$ cat src/rtl/irq_seq_pkg.sv
// Package: shared constants, state and request-kind types for the
// interrupt sequencer. Assumes an 8-bit data bus and a 16-bit address bus.
package irq_seq_pkg;
    localparam int DW = 8;
    localparam int AW = 16;
    localparam int I_BIT = 2;
    localparam int B_BIT = 4;
    localparam logic [DW-1:0] STACK_PAGE = 8'h01;
    localparam logic [DW-1:0] SP_RESET   = 8'hFF;
    localparam logic [AW-1:0] VEC_NMI    = 16'hFFFA;
    localparam logic [AW-1:0] VEC_RST    = 16'hFFFC;
    localparam logic [AW-1:0] VEC_MASK   = 16'hFFFE;

    typedef enum logic [2:0] {K_RESET, K_NMI, K_BRK, K_IRQ, K_RTI} kind_t;

    typedef enum logic [3:0] {
        S_IDLE, S_PUSH_PCH, S_PUSH_PCL, S_PUSH_ST,
        S_VEC_LO, S_VEC_HI, S_VEC_END,
        S_PULL_ST, S_PULL_PCL, S_PULL_PCH, S_PULL_END,
        S_DONE
    } state_t;

    // Map a request kind to the even address of its vector.
    function automatic logic [AW-1:0] vec_base(kind_t k);
        case (k)
            K_NMI:   vec_base = VEC_NMI;
            K_RESET: vec_base = VEC_RST;
            default: vec_base = VEC_MASK;
        endcase
    endfunction
endpackage

$ cat src/rtl/nmi_edge_latch.sv
// Falling-edge detector and hold latch for the non-maskable request.
// The request is visible in the same cycle as the edge, and it stays set
// until the sequencer accepts it (clr). Assumes nmi_n is already synchronous.
module nmi_edge_latch (
    input  logic clk,
    input  logic rst_n,
    input  logic nmi_n,
    input  logic clr,
    output logic req
);
    logic nmi_q;
    logic pend;
    logic fall;

    assign fall = nmi_q & ~nmi_n;
    assign req  = pend | fall;

    // Keep the previous pin level and hold any unserved edge.
    always_ff @(posedge clk) begin
        if (!rst_n) begin
            nmi_q <= 1'b1;
            pend  <= 1'b0;
        end else begin
            nmi_q <= nmi_n;
            pend  <= req & ~clr;
        end
    end

    // an edge that is not accepted at once must still be pending a cycle later
    assert_nmi_edge_held_R2: assert property (@(posedge clk) disable iff (!rst_n)
        (fall && !clr) |=> req);
    // a pending request never disappears unless it was accepted
    assert_nmi_pend_sticky_R2: assert property (@(posedge clk) disable iff (!rst_n)
        (req && !clr) |=> req);
endmodule

$ cat src/rtl/irq_arbiter.sv
// Fixed-priority choice among the pending requests while the sequencer is idle.
// Order: non-maskable, break, return, maskable (masked by the I flag).
// Assumes the break and return strobes are only one cycle wide.
module irq_arbiter
    import irq_seq_pkg::*;
(
    input  logic  clk,
    input  logic  rst_n,
    input  logic  idle,
    input  logic  nmi_req,
    input  logic  brk_req,
    input  logic  rti_req,
    input  logic  irq_req,
    input  logic  i_flag,
    output logic  take,
    output kind_t take_kind,
    output logic  nmi_taken
);
    localparam int NSRC = 4;
    logic [NSRC-1:0] grant;  // {nmi, brk, rti, irq}

    // Priority grant, only one source wins.
    always_comb begin
        grant    = '0;
        grant[3] = idle & nmi_req;
        grant[2] = idle & ~nmi_req & brk_req;
        grant[1] = idle & ~nmi_req & ~brk_req & rti_req;
        grant[0] = idle & ~nmi_req & ~brk_req & ~rti_req & irq_req & ~i_flag;
    end

    // Encode the winning source as a request kind.
    always_comb begin
        take_kind = K_IRQ;
        if (grant[3])      take_kind = K_NMI;
        else if (grant[2]) take_kind = K_BRK;
        else if (grant[1]) take_kind = K_RTI;
    end

    assign take      = |grant;
    assign nmi_taken = grant[3];

    // at most one source is granted in any cycle
    assert_one_grant_R3: assert property (@(posedge clk) disable iff (!rst_n)
        $onehot0(grant));
    // a masked maskable request alone never starts a sequence
    assert_irq_masked_R1: assert property (@(posedge clk) disable iff (!rst_n)
        (i_flag && !nmi_req && !brk_req && !rti_req) |-> !take);
endmodule

$ cat src/rtl/irq_seq_fsm.sv
// Bus sequencer: pushes the return state and fetches a vector on entry,
// pulls the state back on return, and fetches the reset vector after reset.
// Assumes synchronous memory: rd_data holds the byte addressed one cycle earlier.
module irq_seq_fsm
    import irq_seq_pkg::*;
(
    input  logic          clk,
    input  logic          rst_n,
    input  logic          take,
    input  kind_t         take_kind,
    input  logic [AW-1:0] pc_in,
    input  logic [DW-1:0] status_in,
    input  logic [DW-1:0] sp_in,
    input  logic [DW-1:0] rd_data,
    output logic [AW-1:0] bus_addr,
    output logic [DW-1:0] bus_wdata,
    output logic          bus_we,
    output logic          bus_re,
    output logic [DW-1:0] status_out,
    output logic [DW-1:0] sp_out,
    output logic [AW-1:0] pc_out,
    output logic          pc_load,
    output logic          busy
);
    localparam logic [DW-1:0] I_MASK = DW'(1) << I_BIT;
    localparam logic [DW-1:0] B_MASK = DW'(1) << B_BIT;

    state_t        state;
    kind_t         kind_q;
    logic [AW-1:0] pc_q;
    logic [DW-1:0] st_q;
    logic [DW-1:0] sp_q;
    logic [DW-1:0] lo_q;
    logic [DW-1:0] sp_inc;
    logic [DW-1:0] pushed_st;

    assign sp_inc    = sp_q + DW'(1);
    assign pushed_st = (kind_q == K_BRK) ? (st_q | B_MASK) : (st_q & ~B_MASK);

    // State advance and capture of sampled inputs and read bytes.
    always_ff @(posedge clk) begin
        if (!rst_n) begin
            state  <= S_VEC_LO;
            kind_q <= K_RESET;
            pc_q   <= '0;
            st_q   <= '0;
            sp_q   <= SP_RESET;
            lo_q   <= '0;
        end else begin
            case (state)
                S_IDLE: if (take) begin
                    kind_q <= take_kind;
                    pc_q   <= pc_in;
                    st_q   <= status_in;
                    sp_q   <= sp_in;
                    state  <= (take_kind == K_RTI) ? S_PULL_ST : S_PUSH_PCH;
                end
                S_PUSH_PCH: begin sp_q <= sp_q - DW'(1); state <= S_PUSH_PCL; end
                S_PUSH_PCL: begin sp_q <= sp_q - DW'(1); state <= S_PUSH_ST;  end
                S_PUSH_ST:  begin sp_q <= sp_q - DW'(1); state <= S_VEC_LO;   end
                S_VEC_LO:   state <= S_VEC_HI;
                S_VEC_HI:   begin lo_q <= rd_data; state <= S_VEC_END; end
                S_VEC_END:  begin pc_q <= {rd_data, lo_q}; state <= S_DONE; end
                S_PULL_ST:  begin sp_q <= sp_inc; state <= S_PULL_PCL; end
                S_PULL_PCL: begin sp_q <= sp_inc; st_q <= rd_data; state <= S_PULL_PCH; end
                S_PULL_PCH: begin sp_q <= sp_inc; lo_q <= rd_data; state <= S_PULL_END; end
                S_PULL_END: begin pc_q <= {rd_data, lo_q}; state <= S_DONE; end
                default:    state <= S_IDLE;
            endcase
        end
    end

    // Bus address and strobes for the current step.
    always_comb begin
        bus_addr  = '0;
        bus_wdata = '0;
        bus_we    = 1'b0;
        bus_re    = 1'b0;
        case (state)
            S_PUSH_PCH: begin bus_addr = {STACK_PAGE, sp_q}; bus_wdata = pc_q[AW-1:DW]; bus_we = 1'b1; end
            S_PUSH_PCL: begin bus_addr = {STACK_PAGE, sp_q}; bus_wdata = pc_q[DW-1:0];  bus_we = 1'b1; end
            S_PUSH_ST:  begin bus_addr = {STACK_PAGE, sp_q}; bus_wdata = pushed_st;     bus_we = 1'b1; end
            S_VEC_LO:   begin bus_addr = vec_base(kind_q);          bus_re = 1'b1; end
            S_VEC_HI:   begin bus_addr = vec_base(kind_q) | AW'(1); bus_re = 1'b1; end
            S_PULL_ST, S_PULL_PCL, S_PULL_PCH: begin
                bus_addr = {STACK_PAGE, sp_inc};
                bus_re   = 1'b1;
            end
            default: ;
        endcase
    end

    // Values handed to the core with the load pulse.
    always_comb begin
        pc_out  = pc_q;
        sp_out  = sp_q;
        pc_load = (state == S_DONE);
        busy    = (state != S_IDLE);
        if (kind_q == K_RTI) status_out = st_q & ~B_MASK;
        else                 status_out = (st_q & ~B_MASK) | I_MASK;
    end

    // every write lands in the stack page
    assert_write_in_stack_R4: assert property (@(posedge clk) disable iff (!rst_n)
        bus_we |-> (bus_addr[AW-1:DW] == STACK_PAGE));
    // the stack pointer steps down by one between consecutive pushes
    assert_sp_step_R4: assert property (@(posedge clk) disable iff (!rst_n)
        (state == S_PUSH_PCL) |-> (sp_q == $past(sp_q) - DW'(1)));
    // the load pulse is one cycle wide and ends the busy period
    assert_load_pulse_R10: assert property (@(posedge clk) disable iff (!rst_n)
        pc_load |=> (!pc_load && !busy));
    // after any entry the core restarts with maskable requests blocked
    assert_entry_masks_R7: assert property (@(posedge clk) disable iff (!rst_n)
        (pc_load && kind_q != K_RTI) |-> status_out[I_BIT]);
    // reads and writes never share a cycle
    assert_no_rw_clash_R6: assert property (@(posedge clk) disable iff (!rst_n)
        !(bus_we && bus_re));
endmodule

$ cat src/rtl/irq_entry_seq.sv
// Top level: edge latch, arbiter and bus sequencer. The core must hold
// pc_in, status_in and sp_in stable while busy is low, and it must load
// pc_out, sp_out and status_out on the pc_load pulse.
module irq_entry_seq
    import irq_seq_pkg::*;
(
    input  logic          clk,
    input  logic          rst_n,
    input  logic          nmi_n,
    input  logic          irq_n,
    input  logic          brk_req,
    input  logic          rti_req,
    input  logic [7:0]    status_in,
    input  logic [15:0]   pc_in,
    input  logic [7:0]    sp_in,
    input  logic [7:0]    rd_data,
    output logic [15:0]   bus_addr,
    output logic [7:0]    bus_wdata,
    output logic          bus_we,
    output logic          bus_re,
    output logic [7:0]    status_out,
    output logic [7:0]    sp_out,
    output logic [15:0]   pc_out,
    output logic          pc_load,
    output logic          busy
);
    logic  nmi_req;
    logic  nmi_taken;
    logic  take;
    kind_t take_kind;

    nmi_edge_latch u_nmi (
        .clk   (clk),
        .rst_n (rst_n),
        .nmi_n (nmi_n),
        .clr   (nmi_taken),
        .req   (nmi_req)
    );

    irq_arbiter u_arb (
        .clk       (clk),
        .rst_n     (rst_n),
        .idle      (~busy),
        .nmi_req   (nmi_req),
        .brk_req   (brk_req),
        .rti_req   (rti_req),
        .irq_req   (~irq_n),
        .i_flag    (status_in[I_BIT]),
        .take      (take),
        .take_kind (take_kind),
        .nmi_taken (nmi_taken)
    );

    irq_seq_fsm u_fsm (
        .clk        (clk),
        .rst_n      (rst_n),
        .take       (take),
        .take_kind  (take_kind),
        .pc_in      (pc_in),
        .status_in  (status_in),
        .sp_in      (sp_in),
        .rd_data    (rd_data),
        .bus_addr   (bus_addr),
        .bus_wdata  (bus_wdata),
        .bus_we     (bus_we),
        .bus_re     (bus_re),
        .status_out (status_out),
        .sp_out     (sp_out),
        .pc_out     (pc_out),
        .pc_load    (pc_load),
        .busy       (busy)
    );
endmodule

$ cat config.mk
export PLATFORM = sky130hd
export DESIGN_NAME = irq_entry_seq
export DESIGN_NICKNAME = d
export VERILOG_FILES = /design/src/rtl/irq_seq_pkg.sv /design/src/rtl/nmi_edge_latch.sv /design/src/rtl/irq_arbiter.sv /design/src/rtl/irq_seq_fsm.sv /design/src/rtl/irq_entry_seq.sv
export SDC_FILE = /design/constraint.sdc
export NUM_CORES = 1
export LEC_CHECK = 0
export ABC_AREA = 1
export CAP_MARGIN = 15
export CELL_PAD_IN_SITES_DETAIL_PLACEMENT = 1
export CELL_PAD_IN_SITES_GLOBAL_PLACEMENT = 2
export CORE_ASPECT_RATIO = 0.6
export CORE_MARGIN = 2
export CORE_UTILIZATION = 24
export DETAILED_ROUTE_END_ITERATION = 7
export GPL_TIMING_DRIVEN = 0
export PLACE_DENSITY_LB_ADDON = 0.25
export SETUP_SLACK_MARGIN = 0.5
export SLEW_MARGIN = 25
export SYNTH_ARGS = -nofsm -noshare
export SYNTH_HDL_FRONTEND = slang
export SYNTH_HIERARCHICAL = 1
export SYNTH_SLANG_ARGS = --single-unit
$ cat constraint.sdc
create_clock -name clk -period 3 [get_ports clk]
set_clock_uncertainty 0.15 [all_clocks]
set_input_delay 0.6 -clock clk [delete_from_list [all_inputs] [get_ports clk]]
set_output_delay 0.6 -clock clk [all_outputs]
set_load 0.1 [all_outputs]
==> run metrics <==
chip width 146 µm; drt via density 4.64; number of warnings reported in the yosys synthesis log 6; sequential share of the synthesized area 33.0%; global-route total usage across every layer 18.3%; Overflow after GRT 0; vias in the first global route 3,213; Final Slew Violations 0; flip-flop and latch count after synthesis 48; routed vias 3,452; Slew HR 33.4%; instance count of the mapped netlist 456; number of library cell types mapped by synthesis 29; Data arrival, critical path 1750 ps; max-cap check violation count 0; number of placed I/O pins 106; later-pin clock latency in the skew report 290 ps; transition time at the pin with the least slew margin 1000 ps; design area 0.00460 mm²; total CTS buffers 5; routed wirelength normalized by instance count 16.5 µm; first-pass detailed-route iteration total 5; antenna violations before repair 0; total detailed-routing wirelength 12.3 mm; share of the core filled with cells in the final layout 38.5%; number of cells traversed by the worst hold path 2; Synth Net Count 504; result of the run finished, final reports clean; starting density of the core 24.3%; routability congestion estimate 0.852; RSZ-0062 raised after global routing true; maximum number of pins on one net before global-route repair 15; CTS H-tree lvls 2; Port Buf Inserts 103; layout cells sized above 1 24.7%; first-pass GRT wire length 18.2 mm; cell area reported after detailed placement 0.00426 mm²; die height 89.3 µm; post-synthesis area per instance 6.38 µm²; Row Count 31; Post-DP HPWL 9.44 mm; Core Region 0.0119 mm²; Worst R2R Path Depth 14; Final Cycle Share 83.5%; Worst setup SP type flip-flop; critical path startpoint u_fsm/state[3]; synthesized cell area 0.00291 mm²; Detailed Route Iter0 Violations 169; hold crit path type flip-flop to flip-flop; root buffer selected by CTS sky130_fd_sc_hd__clkbuf_16; TritonCTS Sinks 48; maximum fanout count along the critical path 5; # nets final 627; final hold slack 310 ps; full die area 0.0130 mm²; final-report setup violation count 0; Area growth, synth to finish 58.3%; buffers from clock root to sink, at most 2; antenna cells 0; Worst Path Class, Setup flip-flop to primary output; origin of the critical flop-to-flop path u_fsm/state[1]; maximum frequency from static timing analysis 0.399 GHz; final-report hold violation count 0; setup total negative slack 0 ps; Required @ worst endpoint 2250 ps; remaining antenna violation count 0; Post-route DRC 0; CTS tree done; category of the worst setup path capture point primary output; post-layout minimum cycle time 2500 ps; clock transition at the registers of the reported paths 60 ps; startpoint of the most critical hold path u_fsm/lo_q[2]
cells in the final DEF, fill, tap and decap left out, types with 5 or more instances in the layout:
master / netlist / routed
sky130_fd_sc_hd__nor2_1: 43 / 39
sky130_fd_sc_hd__nand2_2: 4 / 10
sky130_fd_sc_hd__clkdlybuf4s50_1: 0 / 44
sky130_fd_sc_hd__nand4_1: 7 / 7
sky130_fd_sc_hd__o211ai_1: 10 / 10
sky130_fd_sc_hd__inv_2: 8 / 10
sky130_fd_sc_hd__a21oi_1: 33 / 33
sky130_fd_sc_hd__buf_2: 6 / 5
sky130_fd_sc_hd__nand2_1: 89 / 79
sky130_fd_sc_hd__o21ai_0: 36 / 34
sky130_fd_sc_hd__o21ai_1: 5 / 7
sky130_fd_sc_hd__a211oi_1: 7 / 7
sky130_fd_sc_hd__nor3_2: 0 / 5
sky130_fd_sc_hd__nor3_1: 23 / 17
sky130_fd_sc_hd__nand3_1: 33 / 28
sky130_fd_sc_hd__nor2_4: 3 / 6
sky130_fd_sc_hd__buf_4: 17 / 36
sky130_fd_sc_hd__inv_1: 61 / 55
sky130_fd_sc_hd__buf_6: 0 / 17
sky130_fd_sc_hd__dfxtp_1: 48 / 36
sky130_fd_sc_hd__dfxtp_4: 0 / 9
sky130_fd_sc_hd__clkbuf_16: 0 / 5
sky130_fd_sc_hd__nand3_2: 1 / 6
sky130_fd_sc_hd__dlygate4sd2_1: 0 / 29
registers in the layout (all words and copies together) (netlist names):
signal and count:
u_fsm/kind_q 3, u_fsm/pc_out 16, u_fsm/state 4, u_nmi/pend 1, u_fsm/st_q 7, u_fsm/sp_out 8, u_fsm/lo_q 8, u_nmi/nmi_q 1
final timing paths:
check / to / slack, ps
max: bus_addr[7] / 500
min: u_fsm/lo_q[2] / 310
max reg2reg: u_fsm/pc_out[4] / 800
min reg2reg: u_fsm/lo_q[2] / 310
routing by layer:
layer	vias up	part of all wire, %	global-route usage, %
met1	1633	54	28.9
met3	11	5.5	3.27
met4	0	1.2	3.80
met5	-	0	0
li1	1721	-	-
met2	87	40	25.5
layout make-up:
class                      count  area [µm²]
clock inverter                 2        11.3
sequential                    48         998
tap                          165         206
clock buffer                   5         125
inverter                      69         272
buffer                        30         245
multi-input combinational    309        1660
timing repair buffer         116        1080
fill                        1531        7340
repair_timing:
action,CTS,global route
setup endpoints to repair,67,59
setup buffers,5,7
hold buffers,0,0
resized for setup,214,49
pin swaps,2,7
cloned,1,0
Yosys cell counts (all sizes together):
master,number,area share (%)
nand4,7,1.5
o211ai,10,2.6
nor3,23,4.0
or2,2,0.43
conb,1,0.13
a21oi,34,6.0
inv,69,8.9
ha,2,0.86
o21ai,42,7.4
nor2,49,7.4
buf,23,5.4
nand3,34,6.0
clkbuf,7,0.90
a211oi,7,1.8
o221ai,3,0.90
o21bai,1,0.26
dfxtp,48,33
nand2,93,12
a31oi,1,0.22
metrics by stage:
step | setup WS, ps | instances
floorplan | 56.4 | 456
global placement | -185 | 724
detailed placement | -181 | 724
CTS | 453 | 737
global route | 426 | 744
finish | 496 | 744
cell families after synthesis:
kind of cell	count (synthesis)	share of synthesized area [%]
DFF	48	33.0
and+or+nand+nor	208	31.6
other	1	0.129
buffers and inverters	99	15.2
AOI/OAI and AO/OA	98	19.1
adders and majority gates	2	0.860
worst max-delay path: stages, from the launching register on:
cell,delay [ps]
sky130_fd_sc_hd__dfxtp_4,380
sky130_fd_sc_hd__inv_4,90
sky130_fd_sc_hd__nand4_1,180
sky130_fd_sc_hd__nand2_4,140
sky130_fd_sc_hd__buf_6,130
sky130_fd_sc_hd__buf_4,120
sky130_fd_sc_hd__nand3_2,80
sky130_fd_sc_hd__o211ai_1,100
sky130_fd_sc_hd__buf_6,250
Power is left out: the tool's default activity adds up to more than one toggle a clock period on the data nets, which glitch-free logic cannot reach.
